[src/rtl/ddr_init_pkg.sv]
package ddr_init_pkg;

  typedef enum logic [3:0] {
    ST_IDLE, ST_NOP, ST_PRE, ST_WRP, ST_AR1, ST_WRC1, ST_AR2,
    ST_WRC2, ST_EMR, ST_WMR1, ST_MR, ST_WMR2, ST_DONE
  } init_state_e;

  // {cs_n, ras_n, cas_n, we_n}
  localparam logic [3:0] CMD_NOP = 4'b0111;
  localparam logic [3:0] CMD_PRE = 4'b0010;
  localparam logic [3:0] CMD_REF = 4'b0001;
  localparam logic [3:0] CMD_LMR = 4'b0000;

  function automatic logic is_wait(init_state_e s);
    return (s == ST_WRP) || (s == ST_WRC1) || (s == ST_WRC2) ||
           (s == ST_WMR1) || (s == ST_WMR2);
  endfunction

endpackage

[src/rtl/ddr_init_rst_sync.sv]
module ddr_init_rst_sync #(
  parameter int STAGES = 2
) (
  input  logic clk,
  input  logic rst_ni,
  output logic rst_no
);
  logic [STAGES-1:0] sync_q;

  always_ff @(posedge clk or negedge rst_ni) begin
    if (!rst_ni) sync_q <= '0;
    else         sync_q <= {sync_q[STAGES-2:0], 1'b1};
  end

  assign rst_no = sync_q[STAGES-1];
endmodule

[src/rtl/ddr_init_wait_ctr.sv]
module ddr_init_wait_ctr #(
  parameter int CNT_W = 4
) (
  input  logic             clk,
  input  logic             rst_ni,
  input  logic             load_i,
  input  logic [CNT_W-1:0] load_val_i,
  input  logic             run_i,
  output logic             zero_o
);
  logic [CNT_W-1:0] cnt_q, cnt_d;
  logic             cnt_en;

  assign cnt_en = load_i || (run_i && (cnt_q != '0));

  always_comb begin
    cnt_d = cnt_q;
    if (load_i)      cnt_d = load_val_i;
    else if (cnt_en) cnt_d = cnt_q - 1'b1;
  end

  always_ff @(posedge clk or negedge rst_ni) begin
    if (!rst_ni)     cnt_q <= '0;
    else if (cnt_en) cnt_q <= cnt_d;
  end

  assign zero_o = (cnt_q == '0);

  // a loaded delay is the one that is counted
  a_r3_load_taken: assert property (@(posedge clk) disable iff (!rst_ni)
    load_i |=> (cnt_q == $past(load_val_i)));
  a_r4_counts_down: assert property (@(posedge clk) disable iff (!rst_ni)
    (run_i && !load_i && !zero_o) |=> (cnt_q == $past(cnt_q) - 1'b1));
endmodule

[src/rtl/ddr_init_fsm.sv]
module ddr_init_fsm
  import ddr_init_pkg::*;
#(
  parameter int T_RP  = 3,
  parameter int T_RC  = 10,
  parameter int T_MRD = 2,
  parameter int CNT_W = 4
) (
  input  logic             clk,
  input  logic             rst_ni,
  input  logic             stable_i,
  input  logic             zero_i,
  output init_state_e      next_o,
  output logic             load_o,
  output logic [CNT_W-1:0] load_val_o,
  output logic             run_o
);
  localparam logic [CNT_W-1:0] LD_RP  = CNT_W'(T_RP - 2);
  localparam logic [CNT_W-1:0] LD_RC  = CNT_W'(T_RC - 2);
  localparam logic [CNT_W-1:0] LD_MRD = CNT_W'(T_MRD - 2);

  init_state_e state_q, state_d;

  always_comb begin
    state_d = state_q;
    unique case (state_q)
      ST_IDLE: if (stable_i) state_d = ST_NOP;
      ST_NOP:  state_d = ST_PRE;
      ST_PRE:  state_d = ST_WRP;
      ST_WRP:  if (zero_i) state_d = ST_AR1;
      ST_AR1:  state_d = ST_WRC1;
      ST_WRC1: if (zero_i) state_d = ST_AR2;
      ST_AR2:  state_d = ST_WRC2;
      ST_WRC2: if (zero_i) state_d = ST_EMR;
      ST_EMR:  state_d = ST_WMR1;
      ST_WMR1: if (zero_i) state_d = ST_MR;
      ST_MR:   state_d = ST_WMR2;
      ST_WMR2: if (zero_i) state_d = ST_DONE;
      ST_DONE: state_d = ST_DONE;
      default: state_d = ST_IDLE;
    endcase
  end

  always_comb begin
    unique case (state_d)
      ST_WRP:           load_val_o = LD_RP;
      ST_WRC1, ST_WRC2: load_val_o = LD_RC;
      default:          load_val_o = LD_MRD;
    endcase
  end

  assign load_o = is_wait(state_d) && !is_wait(state_q);
  assign run_o  = is_wait(state_q);
  assign next_o = state_d;

  always_ff @(posedge clk or negedge rst_ni) begin
    if (!rst_ni) state_q <= ST_IDLE;
    else         state_q <= state_d;
  end

  a_r1_idle_holds: assert property (@(posedge clk) disable iff (!rst_ni)
    (state_q == ST_IDLE && !stable_i) |=> (state_q == ST_IDLE));
  a_r2_nop_then_pre: assert property (@(posedge clk) disable iff (!rst_ni)
    (state_q == ST_NOP) |=> (state_q == ST_PRE));
  a_r9_no_return_idle: assert property (@(posedge clk) disable iff (!rst_ni)
    (state_q != ST_IDLE) |=> (state_q != ST_IDLE));
  a_r7_done_after_mrd: assert property (@(posedge clk) disable iff (!rst_ni)
    $rose(state_q == ST_DONE) |-> ($past(state_q) == ST_WMR2));
endmodule

[src/rtl/ddr_init_cmd_enc.sv]
module ddr_init_cmd_enc
  import ddr_init_pkg::*;
#(
  parameter int                ADDR_W    = 13,
  parameter int                BANK_W    = 2,
  parameter logic [ADDR_W-1:0] EMR_VALUE = '0,
  parameter logic [ADDR_W-1:0] MR_VALUE  = '0
) (
  input  init_state_e       state_i,
  output logic [3:0]        code_o,
  output logic [BANK_W-1:0] bank_o,
  output logic [ADDR_W-1:0] addr_o,
  output logic              done_o
);
  localparam logic [ADDR_W-1:0] A10_ONLY = ADDR_W'(1024);
  localparam logic [BANK_W-1:0] BANK_EMR = BANK_W'(1);

  always_comb begin
    code_o = CMD_NOP;
    bank_o = '0;
    addr_o = '0;
    unique case (state_i)
      ST_PRE: begin code_o = CMD_PRE; addr_o = A10_ONLY; end
      ST_AR1, ST_AR2: code_o = CMD_REF;
      ST_EMR: begin code_o = CMD_LMR; bank_o = BANK_EMR; addr_o = EMR_VALUE; end
      ST_MR:  begin code_o = CMD_LMR; addr_o = MR_VALUE; end
      default: ;
    endcase
  end

  assign done_o = (state_i == ST_DONE);
endmodule

[src/rtl/ddr_init_seq.sv]
module ddr_init_seq
  import ddr_init_pkg::*;
#(
  parameter int                ADDR_W    = 13,
  parameter int                BANK_W    = 2,
  parameter int                T_RP      = 3,
  parameter int                T_RC      = 10,
  parameter int                T_MRD     = 2,
  parameter logic [ADDR_W-1:0] EMR_VALUE = 13'h0000,
  parameter logic [ADDR_W-1:0] MR_VALUE  = 13'h0132
) (
  input  logic              clk,
  input  logic              rst_n,
  input  logic              pwr_stable,
  output logic              ddr_cs_n,
  output logic              ddr_ras_n,
  output logic              ddr_cas_n,
  output logic              ddr_we_n,
  output logic [BANK_W-1:0] ddr_ba,
  output logic [ADDR_W-1:0] ddr_addr,
  output logic              init_done
);
  localparam int MAX_DLY = (T_RC > T_RP) ? ((T_RC > T_MRD) ? T_RC : T_MRD)
                                         : ((T_RP > T_MRD) ? T_RP : T_MRD);
  localparam int CNT_W   = $clog2(MAX_DLY) + 1;

  logic             rst_i;
  logic             zero;
  logic             ld;
  logic             run;
  logic [CNT_W-1:0] ld_val;
  init_state_e      nxt;
  logic [3:0]       code_d, code_q;
  logic [BANK_W-1:0] bank_d, bank_q;
  logic [ADDR_W-1:0] addr_d, addr_q;
  logic             done_d, done_q;

  ddr_init_rst_sync #(.STAGES(2)) u_rst (
    .clk(clk), .rst_ni(rst_n), .rst_no(rst_i));

  ddr_init_fsm #(.T_RP(T_RP), .T_RC(T_RC), .T_MRD(T_MRD), .CNT_W(CNT_W)) u_fsm (
    .clk(clk), .rst_ni(rst_i), .stable_i(pwr_stable), .zero_i(zero),
    .next_o(nxt), .load_o(ld), .load_val_o(ld_val), .run_o(run));

  ddr_init_wait_ctr #(.CNT_W(CNT_W)) u_ctr (
    .clk(clk), .rst_ni(rst_i), .load_i(ld), .load_val_i(ld_val),
    .run_i(run), .zero_o(zero));

  ddr_init_cmd_enc #(.ADDR_W(ADDR_W), .BANK_W(BANK_W),
                     .EMR_VALUE(EMR_VALUE), .MR_VALUE(MR_VALUE)) u_enc (
    .state_i(nxt), .code_o(code_d), .bank_o(bank_d), .addr_o(addr_d),
    .done_o(done_d));

  // command of the state being entered is registered on the same edge
  always_ff @(posedge clk or negedge rst_i) begin
    if (!rst_i) begin
      code_q <= CMD_NOP;
      bank_q <= '0;
      addr_q <= '0;
      done_q <= 1'b0;
    end else begin
      code_q <= code_d;
      bank_q <= bank_d;
      addr_q <= addr_d;
      done_q <= done_d;
    end
  end

  assign {ddr_cs_n, ddr_ras_n, ddr_cas_n, ddr_we_n} = code_q;
  assign ddr_ba    = bank_q;
  assign ddr_addr  = addr_q;
  assign init_done = done_q;

  a_r8_single_cycle_cmd: assert property (@(posedge clk) disable iff (!rst_i)
    (code_q != CMD_NOP) |=> (code_q == CMD_NOP));
  a_r8_nop_clean: assert property (@(posedge clk) disable iff (!rst_i)
    (code_q == CMD_NOP) |-> (bank_q == '0 && addr_q == '0));
  a_r7_done_sticky: assert property (@(posedge clk) disable iff (!rst_i)
    init_done |=> init_done);
  a_r7_done_quiet: assert property (@(posedge clk) disable iff (!rst_i)
    init_done |-> (code_q == CMD_NOP));
endmodule

[config.mk]
export PLATFORM = sky130hd
export DESIGN_NAME = ddr_init_seq
export DESIGN_NICKNAME = d
export VERILOG_FILES = /design/src/rtl/ddr_init_pkg.sv /design/src/rtl/ddr_init_rst_sync.sv /design/src/rtl/ddr_init_wait_ctr.sv /design/src/rtl/ddr_init_fsm.sv /design/src/rtl/ddr_init_cmd_enc.sv /design/src/rtl/ddr_init_seq.sv
export SDC_FILE = /design/constraint.sdc
export NUM_CORES = 1
export LEC_CHECK = 0
export ABC_AREA = 1
export BUFFER_PORTS_ARGS = -buffer_cell sky130_fd_sc_hd__clkbuf_2
export CAP_MARGIN = 0
export CORE_MARGIN = 8
export CORE_UTILIZATION = 47
export CTS_BUF_LIST = sky130_fd_sc_hd__clkbuf_4 sky130_fd_sc_hd__clkbuf_8 sky130_fd_sc_hd__clkbuf_16
export DETAILED_ROUTE_END_ITERATION = 12
export GPL_ROUTABILITY_DRIVEN = 0
export GPL_TIMING_DRIVEN = 0
export PLACE_DENSITY = 0.84
export SKIP_LAST_GASP = 1
export SYNTH_ARGS = -nofsm -noshare
export SYNTH_HDL_FRONTEND = slang
export SYNTH_SLANG_ARGS = --single-unit
[constraint.sdc]
create_clock -name clk -period 0.8 [get_ports clk]
set_input_delay 0.08 -clock clk [delete_from_list [all_inputs] [get_ports clk]]
set_output_delay 0.08 -clock clk [all_outputs]
set_load 0.1 [all_outputs]
### After elaboration in Yosys (flattened, before gate mapping)

Index checks and enable logic that the tools add are counted.

| cells by class | value |
|---|---|
| $add $sub $neg | 1 |
| bitwise operators | 0 |
| shift operators | 0 |
| $lt $le $gt $ge | 0 |
| muxes and demuxes | 12 |
| reduce and logical (&&, ||, !) cells | 18 |
| divide/modulo/power cells | 0 |
| equality and inequality tests | 23 |
| multipliers | 0 |

Operators with widths:

| kind | number |
|---|---|
| one-hot mux 4 bit (13 select lines) | 1 |
| == test 4 bit (second input constant) | 10 |
| == test 4 x 3 -> 1 bit (second input constant) | 8 |
| two-way mux 4 bit | 6 |
| one-hot mux 11 bit (2 select lines) | 1 |
| == test 4 x 2 -> 1 bit (second input constant) | 4 |
| logical OR 1 bit | 9 |
| one-hot mux 3 bit (3 select lines) | 1 |
| one-hot mux 4 bit (2 select lines) | 1 |
| OR reduction 2 bit | 3 |
| logical NOT 5 bit | 1 |
| two-way mux 5 bit | 1 |
| nonzero test 5 bit | 1 |
| subtractor 5 x 1 -> 5 bit (second input constant) | 1 |
| == test 4 x 1 -> 1 bit (second input constant) | 1 |
| logical NOT 4 bit | 1 |
| logical AND 1 bit | 2 |
| logical NOT 1 bit | 1 |
| two-way mux 1 bit | 1 |

| word-level totals | value |
|---|---|
| memory bits (writable) | 0 |
| bits in registers | 31 |
| memories kept | 0 |
| latch bits | 0 |
| output and inout bits | 20 |
| memory bits (read-only) | 0 |

### Logic depth before layout (Yosys ltp)

| logic depth | value |
|---|---|
| word-level depth | 10 |
| gate-level depth with buffers | 13 |
| gate-level depth less buffers | 13 |

### Hierarchy

Synthesis repeated with hierarchy kept, for this count alone.

| second synthesis, totals | value |
|---|---|
| cells, all modules | 142 |
| area total of the unflattened synthesis | 1383.8 µm² |

Modules (own cells, without submodules):

| module | area an instance (µm²) | seq. area each (µm²) | times used | cells each |
|---|---|---|---|---|
| ddr_init_seq | 504.2 | 504.2 | 1 | 20 |
| ddr_init_wait_ctr | 336.6 | 125.1 | 1 | 43 |
| ddr_init_fsm | 297.8 | 100.1 | 1 | 45 |
| ddr_init_cmd_enc | 191.4 | 0.0 | 1 | 31 |
| ddr_init_rst_sync | 53.8 | 50.0 | 1 | 3 |

### Worst setup path after synthesis

OpenSTA, ideal clock, no wires.

| timing path | value |
|---|---|
| kind | reg2reg |
| start point | reg u_ctr.cnt_q[0] |
| end point | reg u_ctr.cnt_q[3] |
| buffers on the path | 0 |
| cell stages (with the launch flop) | 12 |
| path slack | -0.661 ns |
| arrival | 1.348 ns |
| clock period less this slack | 1.461 ns |
| cell sequence | dfrtp_1 -> inv_1 -> ha_1 -> nand2_1 -> nor2_1 -> inv_2 -> a21oi_2 -> nand2_2 -> nand3_1 -> nand2_1 -> nand2_1 -> inv_1 |

| between the ends | value |
|---|---|
| longest elaborated chain between the ends | 10 |

RTL lines:

| element | line | source |
|---|---|---|
| start: declaration | ddr_init_wait_ctr.sv:11 | `logic [CNT_W-1:0] cnt_q, cnt_d;` |
| start signal: assignment | ddr_init_wait_ctr.sv:24 | `else if (cnt_en) cnt_q <= cnt_d;` |
| logical NOT 5 bit * | ddr_init_wait_ctr.sv:27 | `assign zero_o = (cnt_q == '0);` |
| two-way mux 4 bit, on equally long branches | n/a |  |
| one-hot mux 4 bit (13 select lines) * | ddr_init_fsm.sv:26 | `unique case (state_q)` |
| net nxt[1] | ddr_init_seq.sv:32 | `init_state_e nxt;` |
| == test 4 x 2 -> 1 bit or == test 4 x 3 -> 1 bit (tied branches) | ddr_init_pkg.sv:15, ddr_init_fsm.sv:45 |  |
| logical OR 1 bit (3 in a row) | ddr_init_pkg.sv:15 | `return (s == ST_WRP) \|\| (s == ST_WRC1) \|\| (s == ST_WRC2) \|\|` |
| logical OR 1 bit | ddr_init_pkg.sv:16 | `(s == ST_WMR1) \|\| (s == ST_WMR2);` |
| logical AND 1 bit | ddr_init_fsm.sv:52 | `assign load_o = is_wait(state_d) && !is_wait(state_q);` |
| two-way mux 5 bit or logical OR 1 bit (tied branches) | ddr_init_wait_ctr.sv:18, ddr_init_wait_ctr.sv:14 |  |

Mark *: on every way through the listed nets, which the timed path passes. The rest lies on a longest branch.
A chain may end at the register's enable or synchronous reset.

### Final worst setup path

| timing path | value |
|---|---|
| start point | reg u_ctr.cnt_q[0] |
| end point | reg code_q[0] |

| between the ends | value |
|---|---|
| longest elaborated chain between the ends | 6 |

RTL lines:

| element | line | source |
|---|---|---|
| logical NOT 5 bit * | ddr_init_wait_ctr.sv:27 |  |
| two-way mux 4 bit, on equally long branches | n/a |  |
| one-hot mux 4 bit (13 select lines) * | ddr_init_fsm.sv:26 |  |
| == test 4 bit or == test 4 x 3 -> 1 bit (tied branches) | ddr_init_cmd_enc.sv:22 | `unique case (state_i)` |
| OR reduction 2 bit, on equally long branches | n/a |  |
| one-hot mux 3 bit (3 select lines) * | ddr_init_cmd_enc.sv:22 |  |
| net code_d[0] | ddr_init_seq.sv:33 | `logic [3:0] code_d, code_q;` |
| end signal: assignment | ddr_init_seq.sv:62 | `code_q <= code_d;` |
| end: declaration | ddr_init_seq.sv:33 |  |

Marked as above.

==> run_results.csv <==
group,metric,value,unit
placed_design,io_buffers,12,
global_routing,antenna_found_initial,0,
timing,worst_clock_skew,0.00103,ns
timing,rsz0062_at_grt,"true",
power,p_leak,0.879,nW
power,cellPowerDensity,985,mW/mm²
outcome,violations,"setup timing",
layout,finish.utilization,81.3,%
cts,cts_inserted_buffers,3,
cts,clkTransAtPathRegs,0.10,ns
layout,diodes,0,
die,die_h,62.8,µm
die,coreArea,0.00215,mm²
die,fp.dieW,62.8,µm
critical_path,setup.worst_path.class,"reg -> reg",
global_routing,grt_use_total,13.6,%
die,rows,17,
critical_path,worstPathArrival,1.84,ns
placed_design,placedCellCount,171,
route,antenna_left,0,
logic_synthesis,syn_area,0.00103,mm²
cts,cts_sinks,18,
critical_path,worst_setup_path_end_kind,"register",
route,drc_errors,0,
die,die_area,0.00394,mm²
logic_synthesis,synth-warning-count,0,
logic_synthesis,synthArstFlopShare,100,%
route,vias_per_cell,4.66,
timing,fmax,627,MHz
logic_synthesis,synth.ff_latch_count,18,
layout,final_cell_area,0.00175,mm²
timing,finalWorstSetupSlack,-0.795,ns
route,routed_wl,2.83,mm
route,drt_iter0_markers,24,
cts,cts_max_level,1,
timing,hold_viol_final,0,
worst_hold_path,min_path_type,"in -> async",
logic_synthesis,ys_types,31,
timing,finalSetupViolCount,26,
route,first_pass_iters,4,
global_routing,grt_pass1_wl,4.40,mm
layout,final_layout_size_suffix_gt1_share,60.7,%
logic_synthesis,yosysSeqAreaShare,44.2,%
layout,syn_to_final_growth,70.0,%
cts,clockRootBuffer,"clkbuf_4",
logic_synthesis,synth-edff-count,0,
die,ios,23,
critical_path,crit_fanout,4,
placed_design,pre_cts_slack,-0.779,ns
critical_path,start_kind,"register",
placed_design,place_area,0.00127,mm²
layout,nets,174,
job,maxCapViolCount,0,
critical_path,crit_required,1.04,ns
global_routing,grt_max_degree,17,
placed_design,hpwl,1.61,mm
route,vias,913,
die,initial_core_util,47.8,%
layout,stdcell_count,196,
route,post_drt_wl_per_cell,14.5,µm
logic_synthesis,synth.avg_cell_area,8.42,µm²
timing,slew_violations,0,
cts,clkLatencyLatePin,0.30,ns
outcome,status,"complete, but fails checks",
logic_synthesis,ys.flop_type,"dfrtp_1",
cts,cts_max_path_buffers,2,
cts,cts_tree,"done",
timing,fin_crit,1.59,ns
layout,final_common_cell,"buf_4",
timing,finalCritPeriodShare,199,%
global_routing,grt_overflow,0,
global_routing,grt_pass1_vias,911,
logic_synthesis,synthCells,122,
power,max-vdd-ir-drop,0.00116,V
layout,mostFrequentLayoutCells,"buf_4, nor2_1, nand2_1",
==> Yosys cell counts, types with 2 or more instances <==
| library cell | instances | area (µm²) |
|---|---|---|
| nor3_2 | 2 | 20.0 |
| ha_1 | 2 | 25.0 |
| dfrtp_1 | 15 | 375 |
| conb_1 | 2 | 7.51 |
| inv_1 | 15 | 56.3 |
| dfstp_2 | 3 | 78.8 |
| nand2_1 | 13 | 48.8 |
| nand2_2 | 6 | 37.5 |
| nand3_1 | 6 | 30.0 |
| buf_4 | 13 | 97.6 |
| nor3_1 | 2 | 10.0 |
| nor2_2 | 2 | 12.5 |
| xor2_1 | 2 | 17.5 |
| nand3_2 | 2 | 20.0 |
| inv_2 | 3 | 11.3 |
| nand4_1 | 2 | 12.5 |
| nor2_1 | 18 | 67.6 |
==> state kept, by name, summed over array words and instances (netlist names) <==
signal	flops
code_q	3
ddr_addr	2
u_rst.sync_q	2
u_ctr.cnt_q	5
init_done	1
ddr_ba	1
u_fsm.state_q	4
==> final timing paths <==
kind / startpoint / endpoint / slack (ns) / cells past startpoint
hold reg to reg: u_rst.sync_q[1] / u_fsm.state_q[0] / 0.18 / 0
max in group asynchronous: u_rst.sync_q[1] / code_q[1] / 0.32 / 0
min in group clk: pwr_stable / u_fsm.state_q[0] / 0.22 / 5
hold / removal: rst_n / u_rst.sync_q[1] / 0.09 / 2
setup / recovery: u_ctr.cnt_q[0] / code_q[0] / -0.79 / 8
setup reg to reg: u_ctr.cnt_q[0] / code_q[0] / -0.79 / 8
==> what timing repair did <==
item,4_1_cts,5_1_grt
cloned,0,0
setup buffers,11,11
hold endpoints to repair,2,0
pin swaps,4,6
setup endpoints to repair,27,26
hold buffers,1,0
gates resized for setup,33,19
==> power by group <==
group | switching [W] | internal (W) | total (W)
combinational | 0.000217 | 0.0000406 | 0.000258
sequential | 0.0000162 | 0.000914 | 0.000930
clock | 0.000303 | 0.000229 | 0.000532
==> cell type report <==
class,instances,area (µm²)
plain buffers,12,115
clock buffers,4,30.0
fillers,130,402
inverters,19,76.3
multi-input cells,81,582
flip-flops and latches,18,478
well taps,28,35.0
repair buffers,34,430
==> cells by family (layout without fill, tap and decap cells) <==
kind of cell	after synthesis	in the layout	synth area share, %
buf+inv	32	69	16.6
other cells	2	11	0.731
flops	18	18	44.2
fa+ha+maj	2	2	2.44
simple gates	57	57	28.6
compound gates	9	9	5.73
xor+xnor	2	2	1.71
==> metrics by stage <==
stage / power, W / TNS (ns) / hold slack (ns)
after global placement: 0.00120 / -10.25 / -0.134
after detailed placement: 0.00120 / -10.75 / -0.133
after global routing: 0.00177 / -14.41 / 0.0929
final: 0.00172 / -13.14 / 0.0893
after CTS: 0.00171 / -11.67 / 0.0754
after floorplan: 0.00119 / -7.29 / -0.216
==> critical path, cell delays in order (launching register included) <==
cell and delay, ns:
dfrtp_1 0.41, inv_2 0.09, ha_4 0.13, inv_2 0.04, nor2_4 0.09, nand3_4 0.14, xor2_4 0.23, nor3_4 0.26
o21bai_1 0.15
==> per-layer routing <==
layer	vias to the layer above	routed length, µm	global-route usage [%]
li1	452	-	-
met1	427	1150	15.6
met2	29	1500	23.7
met3	5	127	2.33
met4	0	59	6.84
met5	-	0	0
No activity file was read; power rests on OpenSTA's default activity.
